===== src/rtl/acg_pkg.sv =====
package acg_pkg;

  // Where a lane's clocks come from
  typedef enum logic {
    SRC_PINS    = 1'b0,
    SRC_DIVIDER = 1'b1
  } clk_src_e;

  // One lane's clock bundle
  typedef struct packed {
    logic bclk;
    logic fclk;
    logic stb;
  } lane_t;

  localparam int MIN_DIVISOR = 2;

endpackage


===== src/rtl/acg_bit_div.sv =====
module acg_bit_div #(
  parameter int W = 8
) (
  input  logic         clk,
  input  logic         rst_n,
  input  logic [W-1:0] cfg_div,
  input  logic         reload,
  output logic         bclk,
  output logic         wrap
);
  import acg_pkg::*;

  localparam logic [W-1:0] MIN_DIV = W'(MIN_DIVISOR);

  logic [W-1:0] div_q, div_d;
  logic [W-1:0] cnt_q, cnt_d;
  logic [W-1:0] low_len;
  logic [W-1:0] cfg_clamped;
  logic         bclk_q, bclk_d;

  assign cfg_clamped = (cfg_div < MIN_DIV) ? MIN_DIV : cfg_div;

  // Next state: count master cycles, reload divisor only on wrap
  always_comb begin
    wrap  = (cnt_q == div_q - W'(1));
    div_d = div_q;
    cnt_d = cnt_q + W'(1);
    if (wrap) begin
      cnt_d = '0;
      if (reload) begin
        div_d = cfg_clamped;
      end
    end
    low_len = div_d - (div_d >> 1);
    bclk_d  = (cnt_d >= low_len);
  end

  // Reset sits on the terminal count so the first edge starts a period
  always_ff @(posedge clk or negedge rst_n) begin
    if (!rst_n) begin
      div_q  <= MIN_DIV;
      cnt_q  <= MIN_DIV - W'(1);
      bclk_q <= 1'b1;
    end else begin
      div_q  <= div_d;
      cnt_q  <= cnt_d;
      bclk_q <= bclk_d;
    end
  end

  assign bclk = bclk_q;


  bclk_fall_at_wrap_chk: assert property (@(posedge clk) disable iff (!rst_n)
    $fell(bclk_q) |-> $past(wrap));


  cnt_in_range_chk: assert property (@(posedge clk) disable iff (!rst_n)
    cnt_q < div_q);

endmodule


===== src/rtl/acg_frame_div.sv =====
module acg_frame_div #(
  parameter int W = 9
) (
  input  logic         clk,
  input  logic         rst_n,
  input  logic         tick,
  input  logic [W-1:0] cfg_len,
  output logic         fclk,
  output logic         stb,
  output logic         boundary
);
  import acg_pkg::*;

  localparam logic [W-1:0] MIN_LEN = W'(MIN_DIVISOR);

  logic [W-1:0] len_q, len_d;
  logic [W-1:0] bit_q, bit_d;
  logic [W-1:0] left_len;
  logic [W-1:0] cfg_clamped;
  logic         fclk_q, fclk_d;
  logic         stb_q, stb_d;

  assign cfg_clamped = (cfg_len < MIN_LEN) ? MIN_LEN : cfg_len;

  // Next state: advance once per bit clock fall (tick acts as enable)
  always_comb begin
    boundary = tick && (bit_q == len_q - W'(1));
    bit_d    = bit_q;
    len_d    = len_q;
    stb_d    = 1'b0;
    if (tick) begin
      if (boundary) begin
        bit_d = '0;
        len_d = cfg_clamped;
        stb_d = 1'b1;
      end else begin
        bit_d = bit_q + W'(1);
      end
    end
    left_len = len_d - (len_d >> 1);
    fclk_d   = tick ? (bit_d >= left_len) : fclk_q;
  end

  always_ff @(posedge clk or negedge rst_n) begin
    if (!rst_n) begin
      len_q  <= MIN_LEN;
      bit_q  <= MIN_LEN - W'(1);
      fclk_q <= 1'b1;
      stb_q  <= 1'b0;
    end else begin
      len_q  <= len_d;
      bit_q  <= bit_d;
      fclk_q <= fclk_d;
      stb_q  <= stb_d;
    end
  end

  assign fclk = fclk_q;
  assign stb  = stb_q;


  fclk_only_on_tick_chk: assert property (@(posedge clk) disable iff (!rst_n)
    !$stable(fclk_q) |-> $past(tick));


  stb_starts_left_chk: assert property (@(posedge clk) disable iff (!rst_n)
    stb_q |-> !fclk_q);


  stb_single_chk: assert property (@(posedge clk) disable iff (!rst_n)
    stb_q |=> !stb_q);

endmodule


===== src/rtl/acg_pin_sync.sv =====
module acg_pin_sync (
  input  logic clk,
  input  logic rst_n,
  input  logic bclk_pin,
  input  logic fclk_pin,
  output logic bclk,
  output logic fclk,
  output logic fclk_fall
);

  localparam int NBITS = 2;

  logic [NBITS-1:0] pins;
  logic [NBITS-1:0] meta_q;
  logic [NBITS-1:0] lvl_q;
  logic             fclk_prev_q;

  assign pins = {fclk_pin, bclk_pin};

  for (genvar i = 0; i < NBITS; i++) begin : g_sync
    always_ff @(posedge clk or negedge rst_n) begin
      if (!rst_n) begin
        meta_q[i] <= 1'b0;
        lvl_q[i]  <= 1'b0;
      end else begin
        meta_q[i] <= pins[i];
        lvl_q[i]  <= meta_q[i];
      end
    end
  end

  always_ff @(posedge clk or negedge rst_n) begin
    if (!rst_n) begin
      fclk_prev_q <= 1'b0;
    end else begin
      fclk_prev_q <= lvl_q[1];
    end
  end

  assign bclk      = lvl_q[0];
  assign fclk      = lvl_q[1];
  assign fclk_fall = fclk_prev_q & ~lvl_q[1];


  fall_single_chk: assert property (@(posedge clk) disable iff (!rst_n)
    fclk_fall |=> !fclk_fall);

endmodule


===== src/rtl/audio_clkgen.sv =====
module audio_clkgen #(
  parameter int BDIV_W = 8,
  parameter int FDIV_W = 9
) (
  input  logic              clk,
  input  logic              rst_n,
  input  logic              cfg_master,
  input  logic              cfg_share,
  input  logic [BDIV_W-1:0] cfg_bit_div,
  input  logic [FDIV_W-1:0] cfg_tx_frame_len,
  input  logic [FDIV_W-1:0] cfg_rx_frame_len,
  input  logic              pin_tx_bclk,
  input  logic              pin_tx_fclk,
  input  logic              pin_rx_bclk,
  input  logic              pin_rx_fclk,
  output logic              tx_bclk,
  output logic              tx_fclk,
  output logic              tx_frame_stb,
  output logic              rx_bclk,
  output logic              rx_fclk,
  output logic              rx_frame_stb
);
  import acg_pkg::*;

  localparam int NLANE = 2;
  localparam int TX = 0;
  localparam int RX = 1;

  // Reset: asserted asynchronously, released on the clock
  logic rst_meta_q, rst_sync_n;
  always_ff @(posedge clk or negedge rst_n) begin
    if (!rst_n) begin
      rst_meta_q <= 1'b0;
      rst_sync_n <= 1'b0;
    end else begin
      rst_meta_q <= 1'b1;
      rst_sync_n <= rst_meta_q;
    end
  end

  logic              bclk_int, bit_wrap;
  logic [FDIV_W-1:0] flen   [NLANE];
  logic [NLANE-1:0]  f_fclk, f_stb, f_bound;
  logic [NLANE-1:0]  p_bclk, p_fclk, p_fall;
  logic [NLANE-1:0]  pin_b, pin_f;

  assign flen[TX] = cfg_tx_frame_len;
  assign flen[RX] = cfg_rx_frame_len;
  assign pin_b    = {pin_rx_bclk, pin_tx_bclk};
  assign pin_f    = {pin_rx_fclk, pin_tx_fclk};

  acg_bit_div #(.W(BDIV_W)) u_bit_div (
    .clk     (clk),
    .rst_n   (rst_sync_n),
    .cfg_div (cfg_bit_div),
    .reload  (f_bound[TX]),
    .bclk    (bclk_int),
    .wrap    (bit_wrap)
  );

  for (genvar d = 0; d < NLANE; d++) begin : g_lane
    acg_frame_div #(.W(FDIV_W)) u_frame_div (
      .clk      (clk),
      .rst_n    (rst_sync_n),
      .tick     (bit_wrap),
      .cfg_len  (flen[d]),
      .fclk     (f_fclk[d]),
      .stb      (f_stb[d]),
      .boundary (f_bound[d])
    );

    acg_pin_sync u_pin_sync (
      .clk       (clk),
      .rst_n     (rst_sync_n),
      .bclk_pin  (pin_b[d]),
      .fclk_pin  (pin_f[d]),
      .bclk      (p_bclk[d]),
      .fclk      (p_fclk[d]),
      .fclk_fall (p_fall[d])
    );


    bound_then_stb_chk: assert property (@(posedge clk) disable iff (!rst_sync_n)
      f_bound[d] |=> f_stb[d]);
  end

  // Lane selection
  lane_t    tx_gen, rx_gen, tx_pin, rx_pin, tx_lane, rx_lane;
  clk_src_e src;

  always_comb begin
    src    = clk_src_e'(cfg_master);
    tx_gen = '{bclk: bclk_int, fclk: f_fclk[TX], stb: f_stb[TX]};
    rx_gen = cfg_share ? tx_gen
                       : '{bclk: bclk_int, fclk: f_fclk[RX], stb: f_stb[RX]};
    tx_pin = '{bclk: p_bclk[TX], fclk: p_fclk[TX], stb: p_fall[TX]};
    rx_pin = cfg_share ? tx_pin
                       : '{bclk: p_bclk[RX], fclk: p_fclk[RX], stb: p_fall[RX]};
    tx_lane = (src == SRC_DIVIDER) ? tx_gen : tx_pin;
    rx_lane = (src == SRC_DIVIDER) ? rx_gen : rx_pin;
  end

  assign tx_bclk      = tx_lane.bclk;
  assign tx_fclk      = tx_lane.fclk;
  assign tx_frame_stb = tx_lane.stb;
  assign rx_bclk      = rx_lane.bclk;
  assign rx_fclk      = rx_lane.fclk;
  assign rx_frame_stb = rx_lane.stb;


  master_stb_edge_chk: assert property (@(posedge clk) disable iff (!rst_sync_n)
    (cfg_master && tx_frame_stb) |-> (!tx_bclk && !tx_fclk));

endmodule


===== config.mk =====
export PLATFORM = sky130hd
export DESIGN_NAME = audio_clkgen
export DESIGN_NICKNAME = d
export VERILOG_FILES = /design/src/rtl/acg_pkg.sv /design/src/rtl/acg_bit_div.sv /design/src/rtl/acg_frame_div.sv /design/src/rtl/acg_pin_sync.sv /design/src/rtl/audio_clkgen.sv
export SDC_FILE = /design/constraint.sdc
export NUM_CORES = 1
export LEC_CHECK = 0
export BUFFER_PORTS_ARGS = -buffer_cell sky130_fd_sc_hd__buf_2
export CAP_MARGIN = 10
export CELL_PAD_IN_SITES_DETAIL_PLACEMENT = 1
export CELL_PAD_IN_SITES_GLOBAL_PLACEMENT = 1
export CORE_UTILIZATION = 41
export CTS_CLUSTER_DIAMETER = 120
export DETAILED_ROUTE_END_ITERATION = 10
export GPL_TIMING_DRIVEN = 0
export HOLD_SLACK_MARGIN = 0.05
export PLACE_DENSITY_LB_ADDON = 0.25
export SYNTH_ARGS = -nofsm -noshare
export SYNTH_HDL_FRONTEND = slang
export SYNTH_SLANG_ARGS = --single-unit

===== constraint.sdc =====
create_clock -name clk -period 2.2 [get_ports clk]
set_clock_uncertainty 0.2 [all_clocks]
set_input_delay 0.44 -clock clk [delete_from_list [all_inputs] [get_ports clk]]
set_output_delay 0.44 -clock clk [all_outputs]
set_load 0.02 [all_outputs]

==> summary.txt, run 1 <==
Placed design
  • DP HPWL: 10.0 mm
  • GPL Wtd Cong: 0.800
  • Pre-CTS setup slack: -3580 ps
  • Port Buf Inserts: 38

Floorplanning
  • Die height: 115 µm
  • Cell row count: 40
  • Core area: 12300 µm²
  • Top Ports: 40
  • Die span in x: 115 µm
  • Die ar.: 13300 µm²
  • Initial core utilization: 42.8%

Timing
  • Rel. slew slack: 39.0%
  • Fin. max-slew vios: 0
  • Setup TNS: -37750 ps
  • Worst-Margin Slew: 916 ps
  • Post-layout worst setup margin: -2940 ps
  • Max frequency: 195 MHz
  • Period utilization: 234%
  • Final setup fails: 55
  • Crit path time final: 5140 ps
  • RSZ-0062 raised after global routing: yes
  • Hold Fails Final Rpt: 0

Final layout
  • Layout cell share with drive strength beyond 1: 40.9%
  • Filler cells: 1337
  • Most common library cell in the layout ignoring fill and taps: dfrtp_1
  • Most frequent cells in the layout: 54 x dfrtp_1, 45 x buf_4, 40 x ha_1
  • Total Nets Final: 775
  • P&R area growth vs syn: 39.9%
  • Multi-input gate area: 3910 µm²
  • Sequential standard cell area: 1750 µm²
  • ANT cells: 0

Global route
  • First-pass GRT wire length: 25.3 mm
  • Largest net degree at the start of global routing: 68
  • Initial antenna violation count: 0
  • All-Layer GR Usage: 25.2%
  • Remaining global-route overflow: 0
  • Number of global-route vias before repair: 4983

Synth
  • Post-Syn Area: 5250 µm²
  • Syn Nets: 657
  • Commonest register cell after synthesis: dfrtp_1
  • Largest cells by area after synthesis: dfrtp_1 29%, ha_1 13%, xnor2_1 5.5%
  • Mapped Cells: 565
  • Unique cell type count in the Yosys netlist: 65
  • Avg Inst Size Synth: 9.29 µm²
  • Post-synth top area share: 28.6%
  • Sequential-to-total area share from yosys stat: 33.1%
  • Area leader, netlist: dfrtp_1
  • EDFF count, synth: 0
  • Register bit total from synthesis: 69
  • Asr flop ratio synth: 100%
  • YS warnings: 0

Drt
  • DR DRC count: 0
  • Routed WL per cell: 18.9 µm
  • DR vias/cell: 5.37
  • DRT antenna net count: 0
  • Final wirelength: 16.2 mm
  • Pre-antenna DRT Iters: 4
  • Initial DRC Count: 163
  • Via count: 4595

Setup path
  • CP max FO: 5
  • Critical Path AT: 5220 ps
  • Critical Path End Type: flop
  • Cell family with most CP delay: compound AO/OA/AOI/OAI gates
  • Worst path bufs/invs: 5
  • Crit Path Category: reg2reg
  • Worst path slowest cell: dfstp_2
  • Crit start category: flop
  • Worst Path Required: 2280 ps
  • Worst stage delay on the critical path: 540 ps

Pwr
  • Pwr dens: 389 nW/µm²
  • Sw Share: 23.2%
  • Power Internal: 2.20 mW
  • Flop pwr share: 45.8%
  • Worst VDD drop: 0.303 mV
  • Leak: 3.19 nW
  • Clock network power share: 51.2%
  • Total power draw: 2.86 mW
  • NetSw: 0.663 mW
  • Logic pwr share: 3.0%

Clock tree
  • CTS sink count: 69
  • Clock insertion delay at the later pin of the skew report: 350 ps
  • H-tree Lvls: 3
  • CTS clk-pin slew, worst paths: 60 ps
  • Clock Tree Root: clkbuf_16
  • Clk buf depth: 2
  • CTS tree: done
  • Num CTS Buffers: 9

Run status
  • Violated checks: setup timing
  • Run status: finished, violations left

Job
  • Max_cap viols: 0

Hold path
  • HP Class: reg2reg
## metal layers
metal / vias up / GRT usage (%) / wire length, µm
met1: 2311 / 30.6 / 7070
met3: 22 / 2.85 / 282
met4: 0 / 10.4 / 317
met5: - / 0 / 0
met2: 58 / 45.2 / 8480
li1: 2204 / - / -
## timing repair
action | 4_1_cts | 5_1_grt
gates resized for setup | 103 | 62
endpoints found under the hold margin | 6 | 0
buffers inserted | 52 | 22
pin swaps | 41 | 43
endpoints found under the setup margin | 56 | 56
hold buffers | 5 | 0
## cell usage after synthesis, types with 3 or more instances
master,count
a21o_1,15
a21oi_1,34
a22o_1,3
and2_1,7
and3_1,7
clkbuf_1,8
dfrtp_1,60
dfstp_2,9
fa_1,3
ha_1,55
inv_1,46
mux2_2,10
mux2i_1,8
nand2_1,29
nand2b_1,24
nand3_1,15
nand4_1,4
nor2_1,31
nor2b_1,13
nor3_1,4
nor3_2,3
nor4_1,9
o21a_1,4
o21ai_0,49
o21ai_1,3
o31ai_1,3
or2_2,3
xnor2_1,33
xor2_1,22
## sequential cells by signal, indices dropped and copies added, names as in the netlist
name and cells:
g_lane.u_pin_sync.fclk 2, g_lane.u_frame_div.len_q 18, u_bit_div.div_q 8, g_lane.u_pin_sync.fclk_prev_q 2, u_bit_div.bclk 1, rst_meta_q 1, rst_sync_n 1, g_lane.u_pin_sync.bclk 2
g_lane.u_frame_div.stb 2, g_lane.u_pin_sync.meta_q 4, g_lane.u_frame_div.bit_q 18, g_lane.u_frame_div.fclk 2, u_bit_div.cnt_q 8
## metrics by stage
step / cells / hold WS [ps] / util, % / area (µm²)
after floorplan: 565 / -55.6 / - / 5490
after global placement: 771 / 24.5 / 48.0 / 5890
after detailed placement: 771 / 25.7 / 48.0 / 5890
after CTS: 841 / 149 / 57.2 / 7020
after global routing: 855 / 158 / 59.9 / 7340
final: 855 / 153 / 59.9 / 7340
## final timing paths
| check | cells past startpoint | start | slack, ps | end |
|---|---|---|---|---|
| max | 26 | g_lane[0].u_frame_div.len_q[1]$_DFF_PN1_ | -2940 | g_lane[0].u_frame_div.fclk$_DFFE_PN1N_ |
| min reg2reg | 0 | g_lane[0].u_pin_sync.meta_q[1]$_DFF_PN0_ | 150 | g_lane[0].u_pin_sync.fclk$_DFF_PN0_ |
| min in group asynchronous | 2 | rst_n | 190 | rst_sync_n$_DFF_PN0_ |
| max reg2reg | 26 | g_lane[0].u_frame_div.len_q[1]$_DFF_PN1_ | -2940 | g_lane[0].u_frame_div.fclk$_DFFE_PN1N_ |
| max in group asynchronous | 0 | rst_sync_n$_DFF_PN0_ | 880 | u_bit_div.div_q[0]$_DFF_PN0_ |
| min | 0 | g_lane[0].u_pin_sync.meta_q[1]$_DFF_PN0_ | 150 | g_lane[0].u_pin_sync.fclk$_DFF_PN0_ |
## power groups by stage
stage	Sequential [mW]	Combinational [mW]	Clock, mW
finish	1.31	0.0870	1.46
global placement	1.33	0.0725	0
global route	1.32	0.0939	1.53
CTS	1.31	0.0838	1.48
floorplan	1.32	0.0271	0
detailed placement	1.33	0.0751	0
## kinds of logic after synthesis
logic type	count (synthesis)	synth area share, %
simple gates	165	17.8
compound gates	130	14.8
flops	69	33.1
buf+inv	64	5.55
fa+ha+maj	59	14.4
xor+xnor	55	9.18
mux	22	5.10
other cells	1	0.0714
## final cells by class
class	instances	area share [%]
buffer	12	1.62
clock buffer	10	3.12
clock inverter	5	0.852
inverter	48	2.52
multi-input combinational	432	53.3
sequential	69	23.8
tap	168	2.86
timing repair buffer	111	11.9
No activity file was read; power rests on OpenSTA's default activity.
==> inputs of run 2 (changes only) <==
--- a/config.mk
+++ b/config.mk
@@ -15,6 +15,7 @@
 export GPL_TIMING_DRIVEN = 0
 export HOLD_SLACK_MARGIN = 0.05
 export PLACE_DENSITY_LB_ADDON = 0.25
+export REMOVE_ABC_BUFFERS = 1
 export SYNTH_ARGS = -nofsm -noshare
 export SYNTH_HDL_FRONTEND = slang
 export SYNTH_SLANG_ARGS = --single-unit
==> run 2 against run 1 <==
  * The flow still finishes with violations (setup timing)
  * Non-clock buffer count is 24 higher
  * Sequential power hardly changed
  * Setup slack worse by 18 ps
  * Final area is 5.1% higher
  * Routed wire length is 26% higher
  * Hold slack worse by 18 ps
  * Register-to-register slack worse by 20 ps
  * Critical path type unchanged
  * Critical endpoint unchanged
  * Largest cell class unchanged
==> summary.txt, run 2 (synthesis gave the netlist of run 1 again) <==
Run status
  • Run status: finished, violations left
  • Violated checks: setup timing

Final layout
  • Layout cell share with drive strength beyond 1: 45.4%
  • P&R area growth vs syn: 47.0%
  • Multi-input gate area: 4040 µm²
  • Most common library cell in the layout ignoring fill and taps: buf_4
  • Total Nets Final: 801
  • ANT cells: 0
  • Filler cells: 1315
  • Top flop regs: g_lane.u_frame_div.bit_q (18), g_lane.u_frame_div.len_q (18)
  • Most frequent cells in the layout: 63 x buf_4, 54 x dfrtp_1, 39 x ha_1, 39 x buf_2, 36 x inv_1
  • Sequential standard cell area: 1750 µm²
  • Final instance area: 7720 µm²

Clock tree
  • CTS tree: done
  • Num CTS Buffers: 9
  • H-tree Lvls: 3
  • Clock Tree Root: clkbuf_16
  • Clock insertion delay at the later pin of the skew report: 360 ps
  • CTS sink count: 69
  • Clk buf depth: 2
  • CTS clk-pin slew, worst paths: 70 ps

Global route
  • Largest net degree at the start of global routing: 60
  • Number of global-route vias before repair: 5265
  • First-pass GRT wire length: 26.9 mm
  • Initial antenna violation count: 0
  • Remaining global-route overflow: 0
  • All-Layer GR Usage: 27.1%

Placed design
  • GPL Wtd Cong: 0.765
  • Port Buf Inserts: 39
  • DP HPWL: 9.13 mm
  • Post-placement cell area: 5570 µm²

Timing
  • Rel. slew slack: 55.0%
  • Period utilization: 234%
  • Hold Slack: 135 ps
  • Worst-Margin Slew: 668 ps
  • Fin. max-slew vios: 0
  • RSZ-0062 raised after global routing: yes
  • Crit path time final: 5160 ps
  • Hold Fails Final Rpt: 0
  • Max frequency: 194 MHz
  • Post-layout worst setup margin: -2960 ps
  • Final setup fails: 56

Drt
  • Via count: 5038
  • Initial DRC Count: 267
  • DRT antenna net count: 0
  • Final wirelength: 20.3 mm
  • Routed WL per cell: 23.0 µm
  • Pre-antenna DRT Iters: 4
  • DR DRC count: 0
  • DR vias/cell: 5.71

Floorplanning
  • Cell row count: 40
  • Die span in x: 115 µm
  • Core area: 12300 µm²
  • Initial core utilization: 42.8%
  • Die ar.: 13300 µm²
  • Die height: 115 µm
  • Top Ports: 40

Setup path
  • Worst stage delay on the critical path: 560 ps
  • Worst r2r path cells: 27
  • Reg-to-Reg End: g_lane[0].u_frame_div.fclk$_DFFE_PN1N_
  • Crit Path Category: reg2reg
  • R2R setup slack: -2960 ps
  • Crit start category: flop
  • Worst Path Required: 2270 ps
  • Worst path slowest cell: dfstp_2
  • CP max FO: 4
  • Critical Path AT: 5230 ps
  • Worst r2r src: u_bit_div.div_q[1]$_DFF_PN1_
  • Critical Path End Type: flop

Job
  • Max_cap viols: 0

Hold path
  • HP Class: reg2async

Pwr
  • Worst VDD drop: 0.719 mV
  • Leak: 3.37 nW
  • Pwr dens: 371 nW/µm²
run 2: changes by cell type in the layout (fill, tap and decap cells not counted), moves of 4 or more:
cell	before	now
buf_4	45	63
buf_6	18	29
o21ai_0	16	23
and2_1	7	1
and2_4	0	6
o21ai_1	14	8
inv_2	13	9
run 2: worst max-delay path, delay by kind of cell (launching register included):
family                   cells  cell delay [ps]
flip-flops                   1              560
buffers and inverters        6              700
XOR/XNOR                     2              310
AND/OR/NAND/NOR              6              500
adder cells (fa/ha/maj)      3              770
AO/OA/AOI/OAI               10             2020
run 2: per-stage QoR:
step	power, mW	TNS (ps)	worst slack (ps)	utilization, %	instances
after floorplan	1.35	-43150	-3170	-	549
after global placement	1.40	-137620	-4150	45.2	756
after detailed placement	1.42	-76340	-4320	45.5	757
after CTS	2.85	-35180	-2720	58.4	855
after global routing	2.93	-51380	-3110	62.9	882
final	2.86	-44800	-2960	62.9	882
run 2: where the power goes:
group,internal [mW],switching (mW),leakage (nW)
registers,1.28,0.00717,0.880
clock network,0.781,0.674,0.138
logic,0.0466,0.0732,2.35
run 2: routing by layer:
| metal | part of all wire, % | track usage (%) | vias to the layer above |
|---|---|---|---|
| met2 | 51 | 48.1 | 155 |
| li1 | - | - | 2262 |
| met4 | 4.9 | 11.6 | 0 |
| met3 | 4.0 | 4.32 | 78 |
| met5 | 0 | 0 | - |
| met1 | 41 | 32.6 | 2543 |
run 2: area by class of cell:
type | instances | share of cell area [%]
multi-input cells | 434 | 52.3
flip-flops and latches | 69 | 22.7
repair buffers | 147 | 16.2
clock buffers | 9 | 2.92
well taps | 168 | 2.72
inverters | 48 | 2.43
clock inverters | 7 | 0.762
run 2: worst max path at each step:
| stage | from | to | slack (ps) | cells after the start |
|---|---|---|---|---|
| 6_report | u_bit_div.div_q[1]$_DFF_PN1_ | g_lane[0].u_frame_div.fclk$_DFFE_PN1N_ | -2960 | 27 |
| 5_1_grt | u_bit_div.div_q[0]$_DFF_PN0_ | g_lane[0].u_frame_div.fclk$_DFFE_PN1N_ | -3110 | 28 |
| 3_5_place_dp | u_bit_div.div_q[2]$_DFF_PN0_ | g_lane[0].u_frame_div.fclk$_DFFE_PN1N_ | -4320 | 23 |
| 2_1_floorplan | u_bit_div.div_q[2]$_DFF_PN0_ | g_lane[0].u_frame_div.fclk$_DFFE_PN1N_ | -3170 | 23 |
| 4_1_cts | g_lane[0].u_frame_div.len_q[1]$_DFF_PN1_ | g_lane[0].u_frame_div.fclk$_DFFE_PN1N_ | -2720 | 23 |
| 3_3_place_gp | u_bit_div.div_q[0]$_DFF_PN0_ | g_lane[0].u_frame_div.fclk$_DFFE_PN1N_ | -4150 | 25 |
run 2: what timing repair did:
| item | CTS | global route |
|---|---|---|
| pin swaps | 47 | 50 |
| setup endpoints to repair | 57 | 57 |
| hold endpoints to repair | 12 | 0 |
| buffers inserted | 75 | 33 |
| hold buffers | 6 | 0 |
| gates cloned | 3 | 0 |
| resized for setup | 160 | 83 |
